## src/rtl/trg_pkg.sv

```systemverilog
package trg_pkg;
    localparam int CFG_W     = 32;
    localparam int CNT_W     = 5;
    localparam int SEL_W     = 5;
    localparam int CNT_LSB   = 19;
    localparam int POL_LSB   = 17;
    localparam int EN_BIT    = 16;
    localparam int OIE_BIT   = 8;
    localparam int SEL_LSB   = 0;

    typedef enum logic [1:0] {
        POL_NONE = 2'b00,
        POL_RISE = 2'b01,
        POL_FALL = 2'b10,
        POL_BOTH = 2'b11
    } pol_e;

    typedef struct packed {
        logic [CNT_W-1:0] cnt;
        pol_e             pol;
        logic             en;
        logic             oie;
        logic [SEL_W-1:0] sel;
    } cfg_t;

    typedef enum logic [1:0] {
        BST_IDLE = 2'd0,
        BST_REQ  = 2'd1,
        BST_GAP  = 2'd2
    } bst_e;
endpackage

```

## src/rtl/trg_cfg_reg.sv

```systemverilog
module trg_cfg_reg
    import trg_pkg::*;
(
    input  logic             clk,
    input  logic             rst_n,
    input  logic             wr,
    input  logic [CFG_W-1:0] wdata,
    output cfg_t             cfg,
    output logic             en_next,
    output logic [CFG_W-1:0] rdata
);
    typedef struct packed {
        cfg_t cfg;
    } cfg_state_t;

    cfg_state_t st_d, st_q;

    always_comb begin
        st_d = st_q;
        if (wr) begin
            // the count field is frozen while the channel runs
            if (!st_q.cfg.en) begin
                st_d.cfg.cnt = wdata[CNT_LSB +: CNT_W];
            end
            st_d.cfg.pol = pol_e'(wdata[POL_LSB +: 2]);
            st_d.cfg.en  = wdata[EN_BIT];
            st_d.cfg.oie = wdata[OIE_BIT];
            st_d.cfg.sel = wdata[SEL_LSB +: SEL_W];
        end
    end

    always_ff @(posedge clk or negedge rst_n) begin
        if (!rst_n) begin
            st_q <= '0;
        end else begin
            st_q <= st_d;
        end
    end

    assign cfg     = st_q.cfg;
    assign en_next = st_d.cfg.en;

    always_comb begin
        rdata                      = '0;
        rdata[CNT_LSB +: CNT_W]    = st_q.cfg.cnt;
        rdata[POL_LSB +: 2]        = st_q.cfg.pol;
        rdata[EN_BIT]              = st_q.cfg.en;
        rdata[OIE_BIT]             = st_q.cfg.oie;
        rdata[SEL_LSB +: SEL_W]    = st_q.cfg.sel;
    end
endmodule

```

## src/rtl/trg_edge_det.sv

```systemverilog
module trg_edge_det
    import trg_pkg::*;
#(
    parameter int NTRIG       = 32,
    parameter int SYNC_STAGES = 2
) (
    input  logic             clk,
    input  logic             rst_n,
    input  logic [NTRIG-1:0] trig,
    input  logic [SEL_W-1:0] sel,
    input  pol_e             pol,
    input  logic             en,
    output logic             edge_hit
);
    localparam int NSEL  = 1 << SEL_W;
    localparam int HIST_W = SYNC_STAGES + 1;

    logic [NSEL-1:0]   trig_pad;
    logic              trig_sel;
    logic [HIST_W-1:0] hist_d, hist_q;
    logic              cur, prev, rise, fall;

    generate
        for (genvar i = 0; i < NSEL; i++) begin : g_pad
            if (i < NTRIG) begin : g_live
                assign trig_pad[i] = trig[i];
            end else begin : g_tie
                assign trig_pad[i] = 1'b0;
            end
        end
    endgenerate

    assign trig_sel = trig_pad[sel];

    always_comb begin
        hist_d = {hist_q[HIST_W-2:0], trig_sel};
    end

    always_ff @(posedge clk or negedge rst_n) begin
        if (!rst_n) begin
            hist_q <= '0;
        end else begin
            hist_q <= hist_d;
        end
    end

    assign cur  = hist_q[SYNC_STAGES-1];
    assign prev = hist_q[SYNC_STAGES];
    assign rise = cur & ~prev;
    assign fall = ~cur & prev;

    always_comb begin
        unique case (pol)
            POL_RISE: edge_hit = en & rise;
            POL_FALL: edge_hit = en & fall;
            POL_BOTH: edge_hit = en & (rise | fall);
            default:  edge_hit = 1'b0;
        endcase
    end
endmodule

```

## src/rtl/trg_burst_eng.sv

```systemverilog
module trg_burst_eng
    import trg_pkg::*;
(
    input  logic             clk,
    input  logic             rst_n,
    input  logic             en_next,
    input  logic [CNT_W-1:0] cnt,
    input  logic             edge_hit,
    input  logic             ack,
    input  logic             clr,
    output logic             req,
    output logic             flag
);
    typedef struct packed {
        bst_e             st;
        logic [CNT_W-1:0] rem;
        logic             flag;
    } eng_t;

    eng_t e_d, e_q;

    always_comb begin
        e_d = e_q;
        if (edge_hit && e_q.st != BST_IDLE) begin
            e_d.flag = 1'b1;
        end else if (clr) begin
            e_d.flag = 1'b0;
        end

        if (!en_next) begin
            e_d.st  = BST_IDLE;
            e_d.rem = '0;
        end else begin
            unique case (e_q.st)
                BST_IDLE: begin
                    if (edge_hit) begin
                        e_d.st  = BST_REQ;
                        e_d.rem = cnt;
                    end
                end
                BST_REQ: begin
                    if (ack) begin
                        if (e_q.rem == '0) begin
                            e_d.st = BST_IDLE;
                        end else begin
                            e_d.rem = e_q.rem - 1'b1;
                            e_d.st  = BST_GAP;
                        end
                    end
                end
                BST_GAP: e_d.st = BST_REQ;
                default: e_d.st = BST_IDLE;
            endcase
        end
    end

    always_ff @(posedge clk or negedge rst_n) begin
        if (!rst_n) begin
            e_q <= '{st: BST_IDLE, rem: '0, flag: 1'b0};
        end else begin
            e_q <= e_d;
        end
    end

    assign req  = (e_q.st == BST_REQ);
    assign flag = e_q.flag;
endmodule

```

## src/rtl/trig_burst_gen.sv

```systemverilog
module trig_burst_gen
    import trg_pkg::*;
#(
    parameter int NTRIG       = 32,
    parameter int SYNC_STAGES = 2
) (
    input  logic             clk,
    input  logic             rst_n,
    input  logic             cfg_wr,
    input  logic [31:0]      cfg_wdata,
    output logic [31:0]      cfg_rdata,
    input  logic [NTRIG-1:0] trig,
    output logic             dma_req,
    input  logic             dma_ack,
    input  logic             ovr_clr,
    output logic             ovr_flag,
    output logic             ovr_irq
);
    cfg_t cfg;
    logic en_next;
    logic edge_hit;

    trg_cfg_reg u_cfg (
        .clk     (clk),
        .rst_n   (rst_n),
        .wr      (cfg_wr),
        .wdata   (cfg_wdata),
        .cfg     (cfg),
        .en_next (en_next),
        .rdata   (cfg_rdata)
    );

    trg_edge_det #(
        .NTRIG       (NTRIG),
        .SYNC_STAGES (SYNC_STAGES)
    ) u_edge (
        .clk      (clk),
        .rst_n    (rst_n),
        .trig     (trig),
        .sel      (cfg.sel),
        .pol      (cfg.pol),
        .en       (cfg.en),
        .edge_hit (edge_hit)
    );

    trg_burst_eng u_eng (
        .clk      (clk),
        .rst_n    (rst_n),
        .en_next  (en_next),
        .cnt      (cfg.cnt),
        .edge_hit (edge_hit),
        .ack      (dma_ack),
        .clr      (ovr_clr),
        .req      (dma_req),
        .flag     (ovr_flag)
    );

    assign ovr_irq = ovr_flag & cfg.oie;
endmodule

```

## config.mk

```make
export PLATFORM = sky130hd
export DESIGN_NAME = trig_burst_gen
export DESIGN_NICKNAME = d
export VERILOG_FILES = /design/src/rtl/trg_pkg.sv /design/src/rtl/trg_cfg_reg.sv /design/src/rtl/trg_edge_det.sv /design/src/rtl/trg_burst_eng.sv /design/src/rtl/trig_burst_gen.sv
export SDC_FILE = /design/constraint.sdc
export NUM_CORES = 1
export LEC_CHECK = 0
export BUFFER_PORTS_ARGS = -buffer_cell sky130_fd_sc_hd__buf_2
export CORE_UTILIZATION = 44
export DETAILED_ROUTE_END_ITERATION = 10
export PLACE_DENSITY = 0.92
export SYNTH_ARGS = -nofsm -noshare
export SYNTH_HDL_FRONTEND = slang
export SYNTH_HIERARCHICAL = 1
export SYNTH_SLANG_ARGS = --single-unit
```

## constraint.sdc

```tcl
create_clock -name clk -period 2 [get_ports clk]
set_input_delay 0.2 -clock clk [delete_from_list [all_inputs] [get_ports clk]]
set_output_delay 0.2 -clock clk [all_outputs]
set_load 0.01 [all_outputs]
```

Word-level counts from Yosys, hierarchy flattened:

Cells that the tools add are included.

* register bits after elaboration: 25
* output and inout bits: 35

* muxes and demuxes: 13
* equality and inequality tests: 9
* $lt $le $gt $ge: 1
* reduce and logical (&&, ||, !) cells: 8
* bitwise gates (word level): 10
* $add $sub $neg: 1

Operator list (count)
* $mux W7: 4
* $pmux W5 S2: 1
* $and A1 B1 Y1: 6
* $eq A2 B2 Y1 const B: 3
* $lt A5 B6 Y1 const B: 1
* $ne A3 B2 Y1 const B: 2
* $ne A3 B3 Y1 const B: 2
* $pmux W2 S3: 1
* $bmux W1 S5: 1
* $logic_not A5 Y1: 1
* $mux W5: 1
* $sub A5 B1 Y5 const B: 1
* $eq A2 B1 Y1 const B: 2
* $reduce_and A2 Y1: 2
* $reduce_and A4 Y1: 1
* $reduce_bool A2 Y1: 2
* $mux W1: 3
* $not A1 Y1: 3
* $pmux W1 S3: 1
* $logic_not A2 Y1: 1
* $mux W2: 1
* $logic_and A1 B1 Y1: 1
* $or A1 B1 Y1: 1

Logic depth before layout (Yosys ltp):

Gate-level depths: netlist (run 1).

* word-level depth: 8
* gate-level depth with buffers: 10
* gate-level depth less buffers: 10

Cells and area by module:

The synthesis (run 1) kept the hierarchy.

By module, submodules not included
* trg_cfg_reg: instances 1, cells an instance 63, area an instance 777.0 um^2
* trg_burst_eng: instances 1, cells an instance 55, area an instance 520.5 um^2
* trg_edge_det: instances 1, cells an instance 54, area an instance 465.4 um^2
* trig_burst_gen: instances 1, cells an instance 1, area an instance 6.3 um^2

Worst setup path after synthesis (run 1):

Ideal clock, no wire load.

* kind: reg2reg
* from: register u_eng/e_q[1] (netlist bit)
* to: register u_eng/e_q[2] (netlist bit)
* required time: 1.913 ns
* period minus slack after synthesis: 1.749 ns
* slack: 0.251 ns
* stages on the path, launching flop included: 7
* library setup time: 0.087 ns
* data arrival time: 1.662 ns
* cells stage by stage: dfrtp_1 -> inv_1 -> ha_1 -> or4b_4 -> a32oi_4 -> nor2_2 -> a211oi_2

* word-level cells in the longest chain between the ends: 5
* elaborated cells on any way between the ends: 8
* classes of those cells: add/sub (1); eq/ne (1); mux (4); reduce/logical (2)

Ends and longest elaborated chain
* start, declared: RTL line trg_burst_eng.sv:20 `eng_t e_d, e_q;`
* start signal, assigned: RTL line trg_burst_eng.sv:59 `e_q <= '{st: BST_IDLE, rem: '0, flag: 1'b0};`
* $sub A5 B1 Y5: RTL line trg_burst_eng.sv:46 `e_d.rem = e_q.rem - 1'b1;`
* $mux W5: RTL line trg_burst_eng.sv:43 `if (e_q.rem == '0) begin`
* $mux W7: RTL line trg_burst_eng.sv:42 `if (ack) begin`
* $pmux W5 S2: RTL line trg_burst_eng.sv:34 `unique case (e_q.st)`
* $mux W7: RTL line trg_burst_eng.sv:30 `if (!en_next) begin`

Several ways; a longest one is shown, not always the timed one. The select of a mux whose other input is x is not followed.
A chain may end at the register's enable or synchronous reset.

Final worst setup path (run 1):

Same ends and word-level chain as after synthesis.

==> results of run 1 <==
-- layer usage --
metal | vias up | track usage (%)
met3 | 2 | 2.951
met1 | 642 | 21.94
met2 | 47 | 30.03
li1 | 671 | -
met5 | - | 0
met4 | 0 | 2.717
-- cell families (layout without fill, tap and decap cells) --
| group | Yosys count | after routing | share of synthesized area [%] |
|---|---|---|---|
| buf+inv | 45 | 83 | 18.17 |
| simple gates | 38 | 38 | 11.88 |
| mux | 32 | 32 | 19.09 |
| compound gates | 28 | 28 | 12.45 |
| flops | 25 | 25 | 35.36 |
| fa+ha+maj | 4 | 4 | 2.829 |
| other cells | 1 | 18 | 0.2120 |
-- critical path, delay by kind of cell, from the launching register on --
family / cells / cell delay (ns)
AOI/OAI and AO/OA: 2 / 0.59
adders and majority gates: 1 / 0.14
buffers and inverters: 1 / 0.12
DFF: 1 / 0.43
and+or+nand+nor: 2 / 0.57
-- where the power goes --
part / switching, mW / leakage, nW / internal (mW) / total (mW)
sequential: 0.0737 / 0.309 / 0.583 / 0.656
combinational: 0.289 / 0.698 / 0.272 / 0.560
clock: 0.162 / 0.0261 / 0.146 / 0.308
total: 0.524 / 1.03 / 1.00 / 1.52
-- stage by stage --
step	instance area (µm²)	utilization (%)	worst slack, ns
floorplan	1833	-	0.2515
global placement	1959	51.96	0.1540
detailed placement	1959	51.96	0.1124
CTS	2019	53.55	0.08212
global route	2019	53.55	0.0008118
finish	2019	53.55	0.07324
-- final cells by class --
| type | instances | area, µm² | share of cell area, % |
|---|---|---|---|
| multi-input cells | 120 | 885.9 | 43.87 |
| flip-flops and latches | 25 | 625.6 | 30.98 |
| repair buffers | 71 | 367.9 | 18.22 |
| well taps | 48 | 60.06 | 2.974 |
| clock buffers | 3 | 41.29 | 2.045 |
| inverters | 8 | 30.03 | 1.487 |
| clock inverters | 1 | 8.758 | 0.4337 |
-- Yosys cell counts (2+ instances only) --
cell type,count
o21ai_0,4
mux2_2,14
buf_4,32
o32ai_1,2
a21oi_1,7
and2_1,2
ha_1,4
nand3_1,3
dfrtp_1,25
nor2b_1,6
a41oi_1,2
nand2b_1,2
mux2i_1,18
nor2_1,6
a22oi_1,4
nand2_1,11
buf_6,2
inv_1,8
-- path summary, 6_finish.rpt --
kind                             startpoint                to  slack, ns  depth (start not counted)
min reg2reg                u_edge/hist_q[0]  u_edge/hist_q[1]       0.36                          0
max reg2reg                    u_eng/e_q[1]      u_eng/e_q[2]       0.07                          6
max in group asynchronous             rst_n      u_eng/e_q[6]       1.18                          2
min in group asynchronous             rst_n     u_cfg/cfg[13]       0.44                          2
min                                 ovr_clr        u_eng/flag       0.12                          2
max                            u_eng/e_q[1]      u_eng/e_q[2]       0.07                          6
-- registers in the layout, summed over array words and instances (netlist names) --
signal and cells:
u_cfg/cfg 14, u_eng/flag 1, u_edge/hist_q 3, u_eng/e_q 7
-- layout by cell type (no fill, tap or decap) --
master | synthesis | layout
buf_2 | 1 | 67
dfrtp_1 | 25 | 25
conb_1 | 1 | 18
mux2i_1 | 18 | 18
mux2_2 | 14 | 14
nand2_1 | 11 | 11
inv_1 | 8 | 8
a21oi_1 | 7 | 7
nor2b_1 | 6 | 6
nor2_1 | 6 | 6
a22oi_1 | 4 | 4
ha_1 | 4 | 4
o21ai_0 | 4 | 4
clkbuf_8 | 0 | 3
buf_4 | 32 | 3
nand3_1 | 3 | 3
and2_1 | 2 | 2
nand2b_1 | 2 | 2
o32ai_1 | 2 | 2
a41oi_1 | 2 | 2
inv_6 | 0 | 1
dlygate4sd3_1 | 0 | 1
nor2b_4 | 1 | 1
and2b_1 | 1 | 1
a211oi_1 | 1 | 1
nand4b_1 | 1 | 1
a311o_1 | 1 | 1
or4b_4 | 1 | 1
a32oi_4 | 1 | 1
o2111ai_1 | 1 | 1
o41ai_1 | 1 | 1
nor3_1 | 1 | 1
a31oi_1 | 1 | 1
o311a_1 | 1 | 1
or3_1 | 1 | 1
nand3b_1 | 1 | 1
a21o_2 | 1 | 1
nor2_2 | 1 | 1
a211oi_2 | 1 | 1
==> results.yml, run 1 <==
setup_path:
  startpoint_type: "flip-flop"
  critPathArrivalTime_ns: 2.12
  cp_cell_sequence: "inv_1 > ha_1 > or4b_4 > a32oi_4 > nor2_2 > a211oi_2"
  slowest_stage: "or4b_4"
  cp.required_ns: 2.19
  end_kind: "flip-flop"
  critPathMaxStageDelay_ns: 0.49
  critPathMaxFanout: 8
  crit_type: "reg2reg"
job:
  cap_violations: 0
worst_hold_path:
  min_path_type: "in2reg"
placement:
  hpwl_um: 2753
  io_buffers: 67
  gp_congestion: 0.7984
  place_inst: 271
clock_tree:
  cts.clk_slew.worst_paths_ns: 0.09
  cts_sinks: 25
  cts-root-buf: "clkbuf_8"
  hold_buffers: 1
  cts_buffer_depth: 2
  cts_buffers: 3
  clock_latency_ns: 0.27
  cts_resized: 0
  cts_setup_buffers: 0
  cts_tree: "yes"
  htreeDepth: 1
floorplanning:
  ios: 104
  fp.dieArea_um2: 4278
  start_util_pct: 46.91
  die_h_um: 65.41
  coreArea_um2: 3771
  die_w_um: 65.41
  fp-row-count: 22
timing:
  setup_viol_count_final: 0
  fin_skew_ns: 0.009264
  fin_tns_setup_ns: 0
  period_minus_slack_ns: 1.927
  post-route-period-util_pct: 96.34
  hold_viol: 0
  fmax_ghz: 0.5190
  slew_viol_final: 0
  tightestPinTransition_ns: 0.5506
  rsz0062_at_grt: "no"
  relSlewSlack_pct: 63.29
  holdWs_ns: 0.1172
synth:
  netlist.area_leader.share_pct: 35.36
  netlist_area_um2: 1769
  ys_ff_latch: 25
  synth_ff_type: "dfrtp_1"
  synthTopCellsByArea: "dfrtp_1 35%, buf_4 14%, mux2i_1 10%, mux2_2 8.9%, ha_1 2.8%"
  ys_warn_count: 6
  async_reset_ff_share_pct: 100.0
  synth.largest_area_cell: "dfrtp_1"
  synth_edf_count: 0
  ys_seq_area_share_pct: 35.36
  syn-mean-instance-area_um2: 10.23
  syn_inst: 173
  synthDistinctLibCells: 39
finish:
  nNetsFinal: 302
  filler_cell_count: 350
  final_cells: 276
  layout-drive-gt1-share_pct: 41.23
  area_growth_pct: 14.14
  antenna_cells: 0
routing:
  routedWlPerCell_um: 12.67
  dr.pass1.iters: 4
  routed.top_layer: "met4"
  drt-met1-wl_um: 1578
  wirelength_um: 3497
  remaining_drc_errors: 0
  route.met2.wl_um: 1741
  via_per_inst: 4.935
  dr_total_vias: 1362
  drt_iter0_markers: 50
  wl_met3_um: 154
  ant_nets: 0
global_route:
  antenna_found_initial: 0
  grt_max_degree: 26
  grt.overflow.total: 0
  grt_pass1_wl_um: 5699
  grt_pass1_vias: 1263
  grt_use_total_pct: 17.01
power_and_ir_drop:
  total_power_mw: 1.524
  p_per_area_nw_per_um2: 754.8
  ir_drop_uv: 828.6
  leakage_nw: 1.034
run_status:
  outcome: "finished clean"
Note: power is estimated with default switching activity, not from simulation.
==> run 2, diff against run 1 <==
CORE_UTILIZATION = 45   (was 44)
CTS_BUF_LIST = sky130_fd_sc_hd__clkbuf_8   (was not set)
PLACE_DENSITY = 0.93   (was 0.92)
==> run 2 against run 1 <==
First-iteration DRC count up 2.0%; wire length up 2.6%; flip-flop and latch count unchanged; clock skew down 0.0027 ns; highest routed layer is now met3.
==> results.yml, run 2 (synthesis results as in run 1) <==
timing:
  relSlewSlack_pct: 63.19
  hold_viol: 0
  fin_tns_setup_ns: 0
  slew_viol_final: 0
  fin_skew_ns: 0.006523
  post-route-period-util_pct: 96.23
  finalWorstSetupSlack_ns: 0.07546
  period_minus_slack_ns: 1.925
  fmax_ghz: 0.5196
  tightestPinTransition_ns: 0.5522
  setup_viol_count_final: 0
  rsz0062_at_grt: "no"
floorplanning:
  die_w_um: 64.70
  die_h_um: 64.70
  start_util_pct: 47.61
  coreArea_um2: 3716
  fp-row-count: 22
  fp.dieArea_um2: 4186
  ios: 104
routing:
  via_per_inst: 5.127
  routedWlPerCell_um: 13.00
  dr_total_vias: 1415
  dr.pass1.iters: 4
  wl_met3_um: 238
  ant_nets: 0
  drt-met1-wl_um: 1470
  route.met2.wl_um: 1880
  wirelength_um: 3589
  drt_iter0_markers: 51
  routed.top_layer: "met3"
  remaining_drc_errors: 0
setup_path:
  critPathArrivalTime_ns: 2.11
  cp.required_ns: 2.18
  r2r_cells: 6
  end_kind: "flip-flop"
  critPathMaxFanout: 8
  r2r_start: "u_eng/e_q[1]"
  cp-startpoint: "u_eng/e_q[1]"
  startpoint_type: "flip-flop"
  r2r_slack_ns: 0.08
  crit_type: "reg2reg"
run_status:
  outcome: "finished clean"
worst_hold_path:
  holdPathStages: 2
  min_path_type: "in2reg"
  min_from: "ovr_clr"
power_and_ir_drop:
  ir_drop_uv: 396.1
  p_per_area_nw_per_um2: 755.2
  leakage_nw: 1.034
clock_tree:
  cts.clk_slew.worst_paths_ns: 0.09
  cts-root-buf: "clkbuf_8"
  cts_buffer_depth: 2
  clock_latency_ns: 0.26
  cts_buffers: 3
  htreeDepth: 1
  cts_sinks: 25
  cts_tree: "yes"
finish:
  layout-drive-gt1-share_pct: 42.54
  final_cell_mix: "67 x buf_2, 25 x dfrtp_1, 18 x conb_1, 18 x mux2i_1, 14 x mux2_2"
  area_growth_pct: 14.14
  nNetsFinal: 302
  antenna_cells: 0
  fin_util_pct: 54.34
  fin_area_um2: 2019
  largest_reg_flops: 14
  layout_commonest_cell: "buf_2"
  filler_cell_count: 347
  final_cells: 276
global_route:
  grt.overflow.total: 0
  grt_max_degree: 26
  antenna_found_initial: 0
  grt_pass1_vias: 1326
  grt_use_total_pct: 17.58
  grt_pass1_wl_um: 5809
placement:
  place_inst: 271
  io_buffers: 67
  pre_cts_slack_ns: 0.06472
  gp_congestion: 0.8086
  place_area_um2: 1959
  hpwl_um: 2839
job:
  cap_violations: 0
run 2: changes by cell type in the layout (fill, tap and decap cells not counted):
cell | previous run | this run
clkinv_2 | 0 | 1
inv_2 | 0 | 2
inv_1 | 8 | 6
a21oi_2 | 0 | 1
a21oi_1 | 7 | 6
inv_6 | 1 | 0
run 2: cell type report:
| type | count | area (µm²) | share of cell area (%) |
|---|---|---|---|
| well taps | 48 | 60.06 | 2.974 |
| flip-flops and latches | 25 | 625.6 | 30.98 |
| clock buffers | 3 | 41.29 | 2.045 |
| repair buffers | 71 | 367.9 | 18.22 |
| multi-input cells | 120 | 889.6 | 44.05 |
| clock inverters | 1 | 5.005 | 0.2478 |
| inverters | 8 | 30.03 | 1.487 |
run 2: critical path, cell delays in order (launching register included):
cell and delay [ns]:
dfrtp_1 0.43, inv_2 0.10, ha_1 0.14, or4b_4 0.50
a32oi_4 0.39, nor2_2 0.08, a211oi_2 0.20
run 2: metal layers:
layer / GRT usage (%) / vias to the layer above
li1: - / 672
met1: 21.55 / 674
met2: 31.64 / 69
met3: 2.289 / 0
met4: 5.278 / 0
met5: 0 / -
run 2: power by group:
part	internal, mW	switching, mW	leakage, nW
sequential	0.583	0.0800	0.309
combinational	0.274	0.296	0.699
clock	0.139	0.154	0.0255
run 2: path summary, 6_finish.rpt:
kind / endpoint
min in group asynchronous: u_cfg/cfg[10]
hold / removal: u_eng/flag
max in group asynchronous: u_edge/hist_q[1]
setup reg to reg: u_eng/e_q[2]
hold reg to reg: u_edge/hist_q[1]
setup / recovery: u_eng/e_q[2]
run 2: metrics by stage:
stage	hold WS [ns]	power (mW)
2_1_floorplan	-0.09559	1.128
3_3_place_gp	0.2225	1.196
3_5_place_dp	0.2317	1.232
4_1_cts	0.1128	1.532
5_1_grt	0.1376	1.630
6_report	0.1186	1.525
run 2: what timing repair did:
action                                 CTS  global route
hold buffers                             1             0
setup endpoints to repair                0             2
setup buffers                            0             0
gates resized for setup                  0             3
endpoints found under the hold margin   25             0
